File: src/rtl/pirqv_pkg.sv
package pirqv_pkg;

    localparam int DW      = 8;
    localparam int AW      = 4;
    localparam int NT      = 5;
    localparam int NS      = 5;
    localparam int NG      = 5;
    localparam int GW      = $clog2(NG);
    localparam int VW      = 16;

    // register addresses
    typedef enum logic [AW-1:0] {
        A_TSTAT = 4'd0,
        A_TCTRL = 4'd1,
        A_SSTAT = 4'd2,
        A_SCTRL = 4'd3,
        A_CAPA  = 4'd4,
        A_CAPB  = 4'd5,
        A_CMPA  = 4'd6,
        A_CMPB  = 4'd7,
        A_TCNT  = 4'd8,
        A_SDATA = 4'd9
    } reg_addr_e;

    // vector groups, lowest number has highest priority
    typedef enum logic [GW-1:0] {
        G_WAKE = 3'd0,
        G_SER  = 3'd1,
        G_OVF  = 3'd2,
        G_CMP  = 3'd3,
        G_CAP  = 3'd4
    } grp_e;

    // timer flag indices (status bit = index + 3)
    localparam int F_OVF  = 0;
    localparam int F_CMPB = 1;
    localparam int F_CMPA = 2;
    localparam int F_CAPB = 3;
    localparam int F_CAPA = 4;

    // serial flag indices
    localparam int S_IDL = 0;
    localparam int S_RXF = 1;
    localparam int S_ORV = 2;
    localparam int S_TXC = 3;
    localparam int S_TXE = 4;

    typedef struct packed {
        logic cap;
        logic cmp;
        logic ovf;
    } tmr_en_t;

    typedef struct packed {
        logic txe;
        logic txc;
        logic rx;
        logic idl;
    } ser_en_t;

    typedef struct packed {
        logic hit;
        logic [GW-1:0] grp;
    } pick_t;

    function automatic logic [VW-1:0] vec_of(input logic [VW-1:0] base,
                                             input logic [GW-1:0] g);
        return base + VW'({g, 1'b0});
    endfunction

endpackage

File: src/rtl/pirqv_flag_cell.sv
module pirqv_flag_cell (
    input  logic clk,
    input  logic rst,
    input  logic set_p,
    input  logic stat_rd,
    input  logic clr_acc,
    output logic flag,
    output logic armed
);
    always_ff @(posedge clk) begin
        if (rst) begin
            flag  <= 1'b0;
            armed <= 1'b0;
        end else if (set_p) begin
            flag  <= 1'b1;
            armed <= 1'b0;
        end else if (clr_acc && armed) begin
            flag  <= 1'b0;
            armed <= 1'b0;
        end else if (stat_rd) begin
            armed <= flag;
        end
    end
endmodule

File: src/rtl/pirqv_regs.sv
module pirqv_regs
    import pirqv_pkg::*;
(
    input  logic          clk,
    input  logic          rst,
    input  logic [AW-1:0] addr,
    input  logic          rd,
    input  logic          wr,
    input  logic [DW-1:0] wdata,
    input  logic [NT-1:0] tflags,
    input  logic [NS-1:0] sflags,
    output logic [DW-1:0] rdata,
    output tmr_en_t       ten,
    output ser_en_t       sen,
    output logic          tstat_rd,
    output logic          sstat_rd,
    output logic [NT-1:0] tclr,
    output logic [NS-1:0] sclr
);
    localparam int TPAD = DW - NT;
    localparam int TEW  = $bits(tmr_en_t);
    localparam int SEW  = $bits(ser_en_t);

    logic acc;
    logic unused_wbits;

    assign acc          = rd | wr;
    assign unused_wbits = ^wdata[DW-SEW-1:0];

    always_ff @(posedge clk) begin
        if (rst) begin
            ten <= '0;
            sen <= '0;
        end else if (wr) begin
            if (addr == A_TCTRL) ten <= tmr_en_t'(wdata[DW-1 -: TEW]);
            if (addr == A_SCTRL) sen <= ser_en_t'(wdata[DW-1 -: SEW]);
        end
    end

    always_comb begin
        case (addr)
            A_TSTAT: rdata = {tflags, {TPAD{1'b0}}};
            A_TCTRL: rdata = {ten, {(DW-TEW){1'b0}}};
            A_SSTAT: rdata = {sflags, {(DW-NS){1'b0}}};
            A_SCTRL: rdata = {sen, {(DW-SEW){1'b0}}};
            default: rdata = '0;
        endcase
    end

    assign tstat_rd = rd && (addr == A_TSTAT);
    assign sstat_rd = rd && (addr == A_SSTAT);

    always_comb begin
        tclr         = '0;
        tclr[F_CAPA] = acc && (addr == A_CAPA);
        tclr[F_CAPB] = acc && (addr == A_CAPB);
        tclr[F_CMPA] = acc && (addr == A_CMPA);
        tclr[F_CMPB] = acc && (addr == A_CMPB);
        tclr[F_OVF]  = acc && (addr == A_TCNT);
    end

    always_comb begin
        sclr        = '0;
        sclr[S_TXE] = wr && (addr == A_SDATA);
        sclr[S_TXC] = wr && (addr == A_SDATA);
        sclr[S_ORV] = rd && (addr == A_SDATA);
        sclr[S_RXF] = rd && (addr == A_SDATA);
        sclr[S_IDL] = rd && (addr == A_SDATA);
    end
endmodule

File: src/rtl/pirqv_pick.sv
module pirqv_pick #(
    parameter int N = 5,
    localparam int W = (N > 1) ? $clog2(N) : 1
) (
    input  logic [N-1:0] req,
    output logic         hit,
    output logic [W-1:0] idx
);
    always_comb begin
        hit = 1'b0;
        idx = '0;
        for (int i = N - 1; i >= 0; i--) begin
            if (req[i]) begin
                hit = 1'b1;
                idx = W'(i);
            end
        end
    end
endmodule

File: src/rtl/periph_irq_vector.sv
module periph_irq_vector
    import pirqv_pkg::*;
#(
    parameter logic [15:0] VEC_BASE = 16'h3FF0
) (
    input  logic          clk,
    input  logic          rst,
    input  logic [4:0]    tmr_set,
    input  logic [4:0]    ser_set,
    input  logic          wake_req,
    input  logic          irq_mask,
    input  logic [3:0]    reg_addr,
    input  logic          reg_rd,
    input  logic          reg_wr,
    input  logic [7:0]    reg_wdata,
    output logic [7:0]    reg_rdata,
    output logic          irq,
    output logic [15:0]   vec_hi_addr,
    output logic [15:0]   vec_lo_addr
);
    logic [NT-1:0] tflags, tarms, tclr;
    logic [NS-1:0] sflags, sarms, sclr;
    logic          tstat_rd, sstat_rd;
    tmr_en_t       ten;
    ser_en_t       sen;
    logic [NG-1:0] req;
    pick_t         pick;
    logic [NT+NS-1:0] all_flags, all_arms;

    pirqv_regs u_regs (
        .clk      (clk),
        .rst      (rst),
        .addr     (reg_addr),
        .rd       (reg_rd),
        .wr       (reg_wr),
        .wdata    (reg_wdata),
        .tflags   (tflags),
        .sflags   (sflags),
        .rdata    (reg_rdata),
        .ten      (ten),
        .sen      (sen),
        .tstat_rd (tstat_rd),
        .sstat_rd (sstat_rd),
        .tclr     (tclr),
        .sclr     (sclr)
    );

    for (genvar i = 0; i < NT; i++) begin : g_tcell
        pirqv_flag_cell u_cell (
            .clk     (clk),
            .rst     (rst),
            .set_p   (tmr_set[i]),
            .stat_rd (tstat_rd),
            .clr_acc (tclr[i]),
            .flag    (tflags[i]),
            .armed   (tarms[i])
        );
    end

    for (genvar i = 0; i < NS; i++) begin : g_scell
        pirqv_flag_cell u_cell (
            .clk     (clk),
            .rst     (rst),
            .set_p   (ser_set[i]),
            .stat_rd (sstat_rd),
            .clr_acc (sclr[i]),
            .flag    (sflags[i]),
            .armed   (sarms[i])
        );
    end

    assign all_flags = {tflags, sflags};
    assign all_arms  = {tarms, sarms};

    // group requests, shared enables folded here
    always_comb begin
        req         = '0;
        req[G_WAKE] = wake_req;
        req[G_SER]  = !irq_mask && ((sflags[S_TXE] && sen.txe) ||
                                    (sflags[S_TXC] && sen.txc) ||
                                    ((sflags[S_ORV] || sflags[S_RXF]) && sen.rx) ||
                                    (sflags[S_IDL] && sen.idl));
        req[G_OVF]  = !irq_mask && tflags[F_OVF] && ten.ovf;
        req[G_CMP]  = !irq_mask && (tflags[F_CMPA] || tflags[F_CMPB]) && ten.cmp;
        req[G_CAP]  = !irq_mask && (tflags[F_CAPA] || tflags[F_CAPB]) && ten.cap;
    end

    pirqv_pick #(.N(NG)) u_pick (
        .req (req),
        .hit (pick.hit),
        .idx (pick.grp)
    );

    assign irq         = pick.hit;
    assign vec_hi_addr = pick.hit ? vec_of(VEC_BASE, pick.grp) : '0;
    assign vec_lo_addr = pick.hit ? vec_of(VEC_BASE, pick.grp) + 16'd1 : '0;
endmodule

File: config.mk
export PLATFORM = sky130hd
export DESIGN_NAME = periph_irq_vector
export DESIGN_NICKNAME = d
export VERILOG_FILES = /design/src/rtl/pirqv_pkg.sv /design/src/rtl/pirqv_flag_cell.sv /design/src/rtl/pirqv_regs.sv /design/src/rtl/pirqv_pick.sv /design/src/rtl/periph_irq_vector.sv
export SDC_FILE = /design/constraint.sdc
export NUM_CORES = 1
export LEC_CHECK = 0
export BUFFER_PORTS_ARGS = -buffer_cell sky130_fd_sc_hd__buf_2
export CORE_ASPECT_RATIO = 1.2
export CORE_MARGIN = 1.5
export CORE_UTILIZATION = 44
export CTS_CLUSTER_SIZE = 25
export DETAILED_ROUTE_END_ITERATION = 10
export PLACE_DENSITY = 0.76
export SYNTH_ARGS = -nofsm -noshare
export SYNTH_HDL_FRONTEND = slang
export SYNTH_HIERARCHICAL = 1
export SYNTH_SLANG_ARGS = --single-unit
File: constraint.sdc
create_clock -name clk -period 1.6 [get_ports clk]
set_input_delay 0.16 -clock clk [delete_from_list [all_inputs] [get_ports clk]]
set_output_delay 0.16 -clock clk [all_outputs]
set_load 0.01 [all_outputs]
==> results of run 1 <==
state kept, by name, summed over array words and instances (netlist names):
signal	count
u_regs/ten	3
g_scell.u_cell/flag	5
g_tcell.u_cell/flag	5
g_scell.u_cell/armed	5
u_regs/sen	4
g_tcell.u_cell/armed	5
path summary, 6_finish.rpt:
kind              depth (start not counted)  slack [ns]                     from                 endpoint
setup / recovery                          6       -0.20            u_regs/sen[3]           vec_hi_addr[3]
hold / removal                            2        0.05               ser_set[3]  g_scell[3].u_cell/armed
setup reg to reg                          4        0.59   g_tcell[2].u_cell/flag   g_tcell[2].u_cell/flag
hold reg to reg                           1        0.47  g_scell[0].u_cell/armed  g_scell[0].u_cell/armed
kinds of logic after synthesis:
kind of cell	Yosys count	synth area share (%)
compound gates	37	20.74
simple gates	48	16.63
mux	22	15.00
buf+inv	41	16.63
other cells	2	0.4248
flops	27	30.57
area by class of cell:
cell class	instances	area, um2
Inverter	2	7.507
Fill cell	356	1678
Clock buffer	3	41.29
Timing Repair Buffer	77	538.0
Multi-Input combinational cell	115	1020
Tap cell	54	67.56
Sequential cell	27	550.5
Clock inverter	1	7.507
power by group through the flow:
| stage | Combinational (mW) | Sequential (mW) | Clock (mW) |
|---|---|---|---|
| floorplan | 0.197 | 0.721 | 0 |
| global placement | 0.269 | 0.724 | 0 |
| detailed placement | 0.272 | 0.725 | 0 |
| CTS | 0.286 | 0.711 | 0.410 |
| global route | 0.336 | 0.717 | 0.433 |
| finish | 0.305 | 0.714 | 0.388 |
routing by layer:
metal / GRT usage, % / wire (um) / share of wire, %
met1: 21.42 / 1612 / 42
met2: 32.50 / 2066 / 54
met3: 2.317 / 152 / 3.9
met4: 5.072 / 24 / 0.62
met5: 0 / 0 / 0
through the flow:
step	instances	worst slack, ns	utilization [%]	hold WS (ns)	TNS [ns]
6_report	279	-0.1999	57.09	0.05114	-5.398
4_1_cts	276	-0.1589	54.62	0.04358	-4.293
3_5_place_dp	272	-0.07202	51.78	0.3451	-1.595
3_3_place_gp	272	-0.04437	51.78	0.3406	-0.6798
2_1_floorplan	183	-0.1033	-	0.2289	-0.3019
5_1_grt	279	-0.2876	57.09	0.04427	-7.852
cell usage after synthesis, types with 3 or more instances:
cell type	number	area, um2
o21ba_2	10	100.1
nor2_1	5	18.77
buf_4	37	277.8
nor3b_1	4	30.03
a2111oi_2	10	150.1
and3_1	3	18.77
mux2i_1	19	190.2
nor3_1	4	20.02
nand2_1	3	11.26
and2_1	8	50.05
nand2b_1	13	81.33
dfxtp_1	27	540.5
nor2b_1	3	18.77
a21boi_0	10	75.07
worst register-to-register path: stages (launching register included):
cell      delay, ns
dfxtp_2        0.34
buf_6          0.11
buf_4          0.13
a21boi_0       0.11
o21ba_2        0.22
cells in the final DEF, fill, tap and decap left out, types with 3 or more instances in the layout:
cell       count
and2_1         3
nor2_1         5
and2_4         5
dfxtp_1       19
nor3_1         3
a21boi_0      10
conb_1         8
dfxtp_2        8
clkbuf_8       3
and3_1         3
buf_4         15
buf_2         45
nand2b_1      12
nand2_1        3
mux2i_1       19
nor2b_1        3
buf_6         16
o21ba_2       10
a2111oi_2     10
what timing repair did:
item                                    in CTS  in global routing
gates resized for setup                     19                 17
buffers inserted                             1                  4
endpoints found under the setup margin      30                 31
pin swaps                                    8                  3
hold buffers                                 0                  0
==> flow_summary.toml, run 1 <==
[timing]
setup_viol = 30
finalCritPeriodShare_pct = 112.5
fmax_mhz = 555.6
slew_viol_final = 0
period_minus_slack_ns = 1.800
rsz0062_at_grt = "true"
clock_skew_ns = 0.004592
fin_ws_ns = -0.1999
tightest_slew_ns = 0.5460
relSlewSlack_pct = 63.60
hold_viol_final = 0

[synth]
syn-cell-area_mm2 = 0.001768
synth.distinct_cells = 31
async_reset_ff_share_pct = 0
synth_cells = 177
synthFlopType = "dfxtp_1"
syn_avg_cell_area_um2 = 9.988
synth_edf_count = 0
yosys_warnings = 6
synth_seq_cells = 27
seq_area_frac_synth_pct = 30.57

[clock_tree]
cts_inserted_buffers = 3
clock_sinks = 27
worstSkewPairLatency_ns = 0.27
cts_tree = "built"
root_buffer = "clkbuf_8"
htree_num_levels = 1
clk_pin_slew_ns = 0.10
cts_max_path_buffers = 2

[cells_and_area]
fin_nets = 254
area_delta_synth_final_pct = 26.26
drive_gt1_share_pct = 55.56
fin_area_mm2 = 0.002232
n_antenna_cell = 0

[worst_setup_path]
critPathArrivalTime_ns = 1.64
crit_chain = "a22oi_2 > a31oi_4 > nor4_4 > nand2b_4 > and2_4 > buf_6"
cpMaxStageDelayCell = "dfxtp_2"
max_stage_delay_ns = 0.33
critPathTopFamily = "simple AND/OR/NAND/NOR gates"
cp.required_ns = 1.44
cp-start-kind = "flop"
end_kind = "output pin"
critPathMaxFanout = 5
path_class = "reg2out"
critPathBufInv = 1

[grt]
grt_antenna_before_repair = 0
first_global_vias = 1298
overflow = 0
grtUsageTotal_pct = 17.89
grt_max_degree = 32
grt_pass1_wl_mm = 5.982

[detailed_routing]
drcViolationCount = 0
avgViaCountPerCell = 5.090
wirelength_mm = 3.856
dr.pass1.iters = 4
wl_per_cell_um = 13.82
drt-initial-drc-count = 21
postRouteAntennaNets = 0
vias = 1420

[pwr]
p_sw_mw = 0.3800
power_frac_seq_pct = 50.7
pwr-share-clk_pct = 27.6
switching_share_pct = 27.00
p_total_mw = 1.407
pwr-share-comb_pct = 21.7
leakage_nw = 0.9221
intPower_mw = 1.027
ir_drop_mv = 0.5919
p_per_area_mw_per_mm2 = 630.4

[status]
outcome = "finished with violations"
violations = "setup timing"

[floorplan]
initial_core_util_pct = 45.22
rows = 25
coreArea_mm2 = 0.003910
die_h_um = 72.44
boundaryPins = 69
die_area_mm2 = 0.004409
die_w_um = 60.87

[run]
maxCapViolations = 0

[place]
gp_congestion = 0.8468
portBuffers = 56
dp_hpwl_mm = 2.696
place_area_mm2 = 0.002024

[min_path]
hold_path.class = "in2reg"
(Power assumes the default switching activity.)
==> run 2, diff against run 1 <==
--- a/config.mk
+++ b/config.mk
@@ -6,7 +6,6 @@
 export NUM_CORES = 1
 export LEC_CHECK = 0
 export BUFFER_PORTS_ARGS = -buffer_cell sky130_fd_sc_hd__buf_2
-export CORE_ASPECT_RATIO = 1.2
 export CORE_MARGIN = 1.5
 export CORE_UTILIZATION = 44
 export CTS_CLUSTER_SIZE = 25
==> flow_summary.toml, run 2 (synthesis gave the netlist of run 1 again) <==
[clock_tree]
worstSkewPairLatency_ns = 0.29
htree_num_levels = 1
cts_max_path_buffers = 2
clk_pin_slew_ns = 0.10
cts_tree = "built"
clock_sinks = 27
cts_inserted_buffers = 3
root_buffer = "clkbuf_8"

[cells_and_area]
multi_input_area_um2 = 993.5
mostFrequentLayoutCell = "buf_2"
seq_area_um2 = 545.5
fin_util_pct = 57.20
layout_common_cells = "buf_2, dfxtp_1, mux2i_1"
area_delta_synth_final_pct = 22.01
drive_gt1_share_pct = 52.89
nFillCells = 343
n_antenna_cell = 0
fin_area_mm2 = 0.002157
fin_nets = 254

[detailed_routing]
dr.pass1.iters = 4
drt-initial-drc-count = 26
vias = 1393
wl_per_cell_um = 13.26
wirelength_mm = 3.619
avgViaCountPerCell = 5.103
postRouteAntennaNets = 0
drcViolationCount = 0

[run]
maxCapViolations = 0

[floorplan]
rows = 22
initial_core_util_pct = 46.88
die_w_um = 66.39
die_h_um = 66.39
die_area_mm2 = 0.004408
boundaryPins = 69
coreArea_mm2 = 0.003771

[pwr]
leakage_nw = 0.9053
p_per_area_mw_per_mm2 = 650.9
p_total_mw = 1.404
ir_drop_mv = 0.4968

[worst_setup_path]
critPathMaxFanout = 2
critPathArrivalTime_ns = 1.76
cpMaxStageDelayCell = "dfxtp_2"
cp_common_cell = "and2_4"
reg2reg_to = "g_tcell[0].u_cell/armed"
ff2ff_path_depth = 3
max_stage_delay_ns = 0.34
crit_chain = "a22oi_2 > a31oi_2 > nor4_2 > buf_4 > and2_4 > and2_4 > buf_6"
reg2reg_from = "g_tcell[0].u_cell/flag"
critPathLaunch = "g_scell[4].u_cell/flag"
cp-start-kind = "flop"
cp.required_ns = 1.44
r2r_slack_ns = 0.62
path_class = "reg2out"
end_kind = "output pin"

[timing]
slew_viol_final = 0
relSlewSlack_pct = 63.32
fmax_mhz = 521.6
period_minus_slack_ns = 1.917
finalCritPeriodShare_pct = 119.8
hold_viol_final = 0
setup_viol = 29
fin_ws_ns = -0.3171
rsz0062_at_grt = "true"
tightest_slew_ns = 0.5503
clock_skew_ns = 0.01282

[grt]
grt_antenna_before_repair = 0
overflow = 0
first_global_vias = 1244
grt_pass1_wl_mm = 5.747
grt_max_degree = 32
grtUsageTotal_pct = 17.09

[min_path]
whs_endpoint = "g_scell[0].u_cell/armed"
hold_depth = 2
hold_path.class = "in2reg"
min_from = "ser_set[0]"

[status]
violations = "setup timing"
outcome = "finished with violations"

[place]
dp_hpwl_mm = 2.699
gp_congestion = 0.8491
place_area_mm2 = 0.002017
portBuffers = 56
pre_cts_slack_ns = -0.03821
run 2: repair_timing:
item	in CTS	in global routing
endpoints found under the setup margin	30	31
hold endpoints to repair	0	0
buffers inserted	3	1
pin swaps	6	0
resized for setup	17	2
hold buffers	0	0
run 2: layout make-up:
class	count	share of cell area (%)
clock buffer	3	1.914
clock inverter	1	0.3480
sequential	27	25.29
timing repair buffer	77	23.26
tap	48	2.784
inverter	2	0.3480
multi-input combinational	115	46.06
run 2: per-stage QoR:
stage | setup TNS, ns | std cells | hold WS (ns)
floorplan | -0.3019 | 183 | 0.2289
global placement | -0.5221 | 266 | 0.3440
detailed placement | -0.5600 | 266 | 0.3430
CTS | -7.244 | 272 | 0.03876
global route | -11.63 | 273 | 0.02837
finish | -8.674 | 273 | 0.03559
run 2: routing by layer:
metal | vias up | routed length, um | global-route usage, %
met3 | 4 | 213 | 2.726
li1 | 688 | - | -
met4 | 0 | 43 | 6.122
met1 | 645 | 1712 | 22.61
met5 | - | 0 | 0
met2 | 56 | 1649 | 27.88
run 2: worst max path at each step:
stage,endpoint,slack [ns],depth (start not counted)
6_report,vec_hi_addr[3],-0.32,7
4_1_cts,vec_hi_addr[10],-0.26,7
3_3_place_gp,vec_lo_addr[3],-0.04,6
2_1_floorplan,vec_lo_addr[2],-0.10,6
5_1_grt,vec_hi_addr[3],-0.42,7
3_5_place_dp,vec_hi_addr[3],-0.04,6
run 2: critical path: cells and delay by family, from the launching register on:
kind,cells,cell delay [ns]
DFF,1,0.34
buffers and inverters,2,0.26
and+or+nand+nor,3,0.54
AOI/OAI and AO/OA,2,0.34
run 2: where the power goes:
group          switching [mW]  internal (mW)
logic                   0.144          0.143
registers              0.0162          0.694
clock network           0.230          0.177
==> run 3, diff against run 2 <==
--- a/config.mk
+++ b/config.mk
@@ -6,6 +6,8 @@
 export NUM_CORES = 1
 export LEC_CHECK = 0
 export BUFFER_PORTS_ARGS = -buffer_cell sky130_fd_sc_hd__buf_2
+export CAP_MARGIN = 10
+export CORE_ASPECT_RATIO = 0.8
 export CORE_MARGIN = 1.5
 export CORE_UTILIZATION = 44
 export CTS_CLUSTER_SIZE = 25
==> flow_summary.toml, run 3 (synthesis gave the netlist of run 1 again) <==
[status]
outcome = "finished with violations"
violations = "setup timing"

[place]
portBuffers = 56
place_area_mm2 = 0.002006
gp_congestion = 0.8318
pre_cts_slack_ns = -0.07495
dp_hpwl_mm = 2.713

[pwr]
leakage_nw = 0.8898
switching_share_pct = 27.33
p_per_area_mw_per_mm2 = 641.6
power_frac_seq_pct = 51.1
p_sw_mw = 0.3820
pwr-share-comb_pct = 20.3
pwr-share-clk_pct = 28.6
intPower_mw = 1.016
ir_drop_mv = 0.4595

[cells_and_area]
mostFrequentLayoutCell = "buf_2"
fin_nets = 250
fin_area_mm2 = 0.002178
drive_gt1_share_pct = 57.01
layout_common_cells = "buf_2, mux2i_1, dfxtp_1"
n_antenna_cell = 0
fin_util_pct = 56.90
nFillCells = 350
area_delta_synth_final_pct = 23.21

[min_path]
hold_path.class = "in2reg"
min_from = "tmr_set[4]"
whs_endpoint = "g_tcell[4].u_cell/armed"
hold_depth = 2

[worst_setup_path]
reg2reg_to = "g_scell[0].u_cell/armed"
critPathMaxFanout = 2
cp-start-kind = "flop"
r2r_slack_ns = 0.68
reg2reg_from = "g_scell[0].u_cell/flag"
end_kind = "output pin"
max_stage_delay_ns = 0.33
path_class = "reg2out"
critPathArrivalTime_ns = 1.61
cpMaxStageDelayCell = "dfxtp_2"
cp.required_ns = 1.44
crit_chain = "a22oi_2 > a31oi_4 > nor4_4 > and2_1 > and2_4 > buf_6"
ff2ff_path_depth = 3

[clock_tree]
clk_pin_slew_ns = 0.09
worstSkewPairLatency_ns = 0.28
cts_tree = "built"
htree_num_levels = 1
cts_inserted_buffers = 3
clock_sinks = 27
root_buffer = "clkbuf_8"
cts_max_path_buffers = 2

[timing]
holdWs_ns = 0.04469
slew_viol_final = 0
setup_viol = 28
hold_viol_final = 0
fin_ws_ns = -0.1672
period_minus_slack_ns = 1.767
rsz0062_at_grt = "true"
clock_skew_ns = 0.0007996
finalCritPeriodShare_pct = 110.5
relSlewSlack_pct = 62.39
fmax_mhz = 565.9
tightest_slew_ns = 0.5641

[floorplan]
die_h_um = 59.70
die_w_um = 73.87
initial_core_util_pct = 46.18
rows = 20
die_area_mm2 = 0.004410
boundaryPins = 69
coreArea_mm2 = 0.003829

[detailed_routing]
wl_per_cell_um = 13.11
avgViaCountPerCell = 4.935
dr.pass1.iters = 4
drcViolationCount = 0
wirelength_mm = 3.619
postRouteAntennaNets = 0
vias = 1362
drt-initial-drc-count = 44

[grt]
first_global_vias = 1235
grt_antenna_before_repair = 0
grtUsageTotal_pct = 17.28
grt_max_degree = 32
grt_pass1_wl_mm = 5.651
overflow = 0

[run]
maxCapViolations = 0
[run 3: layout make-up]
type                    instances  area (um2)  share of cell area, %
well taps                      55       68.82                  3.159
multi-input cells             115        1027                  47.16
flip-flops and latches         27       553.0                  25.39
clock buffers                   4       45.04                  2.068
inverters                       2       7.507                 0.3446
repair buffers                 73       476.7                  21.88
[run 3: critical path, delay by kind of cell, from the launching register on]
family | cells | cell delay (ns)
buf+inv | 1 | 0.09
compound gates | 2 | 0.37
flops | 1 | 0.33
simple gates | 3 | 0.54
[run 3: layer usage]
metal,vias up,global-route usage [%],wire length (um)
met5,-,0,0
met4,0,4.762,47
met3,4,4.216,186
met2,44,28.70,1677
met1,632,22.50,1708
li1,682,-,-
[run 3: how the worst max path moves through the flow]
stage | start | to | slack [ns]
after floorplan | u_regs/sen[3] | vec_lo_addr[2] | -0.10
after global placement | g_scell[1].u_cell/flag | vec_hi_addr[3] | -0.08
after CTS | g_scell[4].u_cell/flag | vec_lo_addr[3] | -0.16
after detailed placement | g_scell[1].u_cell/flag | vec_lo_addr[3] | -0.07
final | g_scell[4].u_cell/flag | vec_lo_addr[3] | -0.17
after global routing | g_scell[4].u_cell/flag | vec_hi_addr[3] | -0.25
[run 3: power groups by stage]
stage                     clock [mW]  combinational [mW]  sequential, mW
after floorplan                    0               0.197           0.721
after global placement             0               0.262           0.725
after detailed placement           0               0.264           0.726
after CTS                      0.403               0.281           0.712
after global routing           0.426               0.311           0.717
final                          0.400               0.283           0.714
[run 3: repair_timing]
item	CTS	global route
pin swaps	8	0
hold buffers	0	0
setup endpoints to repair	31	31
endpoints found under the hold margin	0	0
gates resized for setup	30	7
buffers inserted	1	0
gates cloned	0	0
[run 3: per-stage QoR]
step,cells,power (mW),TNS [ns]
after floorplan,183,0.9188,-0.3019
after global placement,272,0.9863,-1.419
after detailed placement,272,0.9899,-1.340
after CTS,276,1.397,-3.637
after global routing,276,1.454,-6.433
final,276,1.398,-3.983
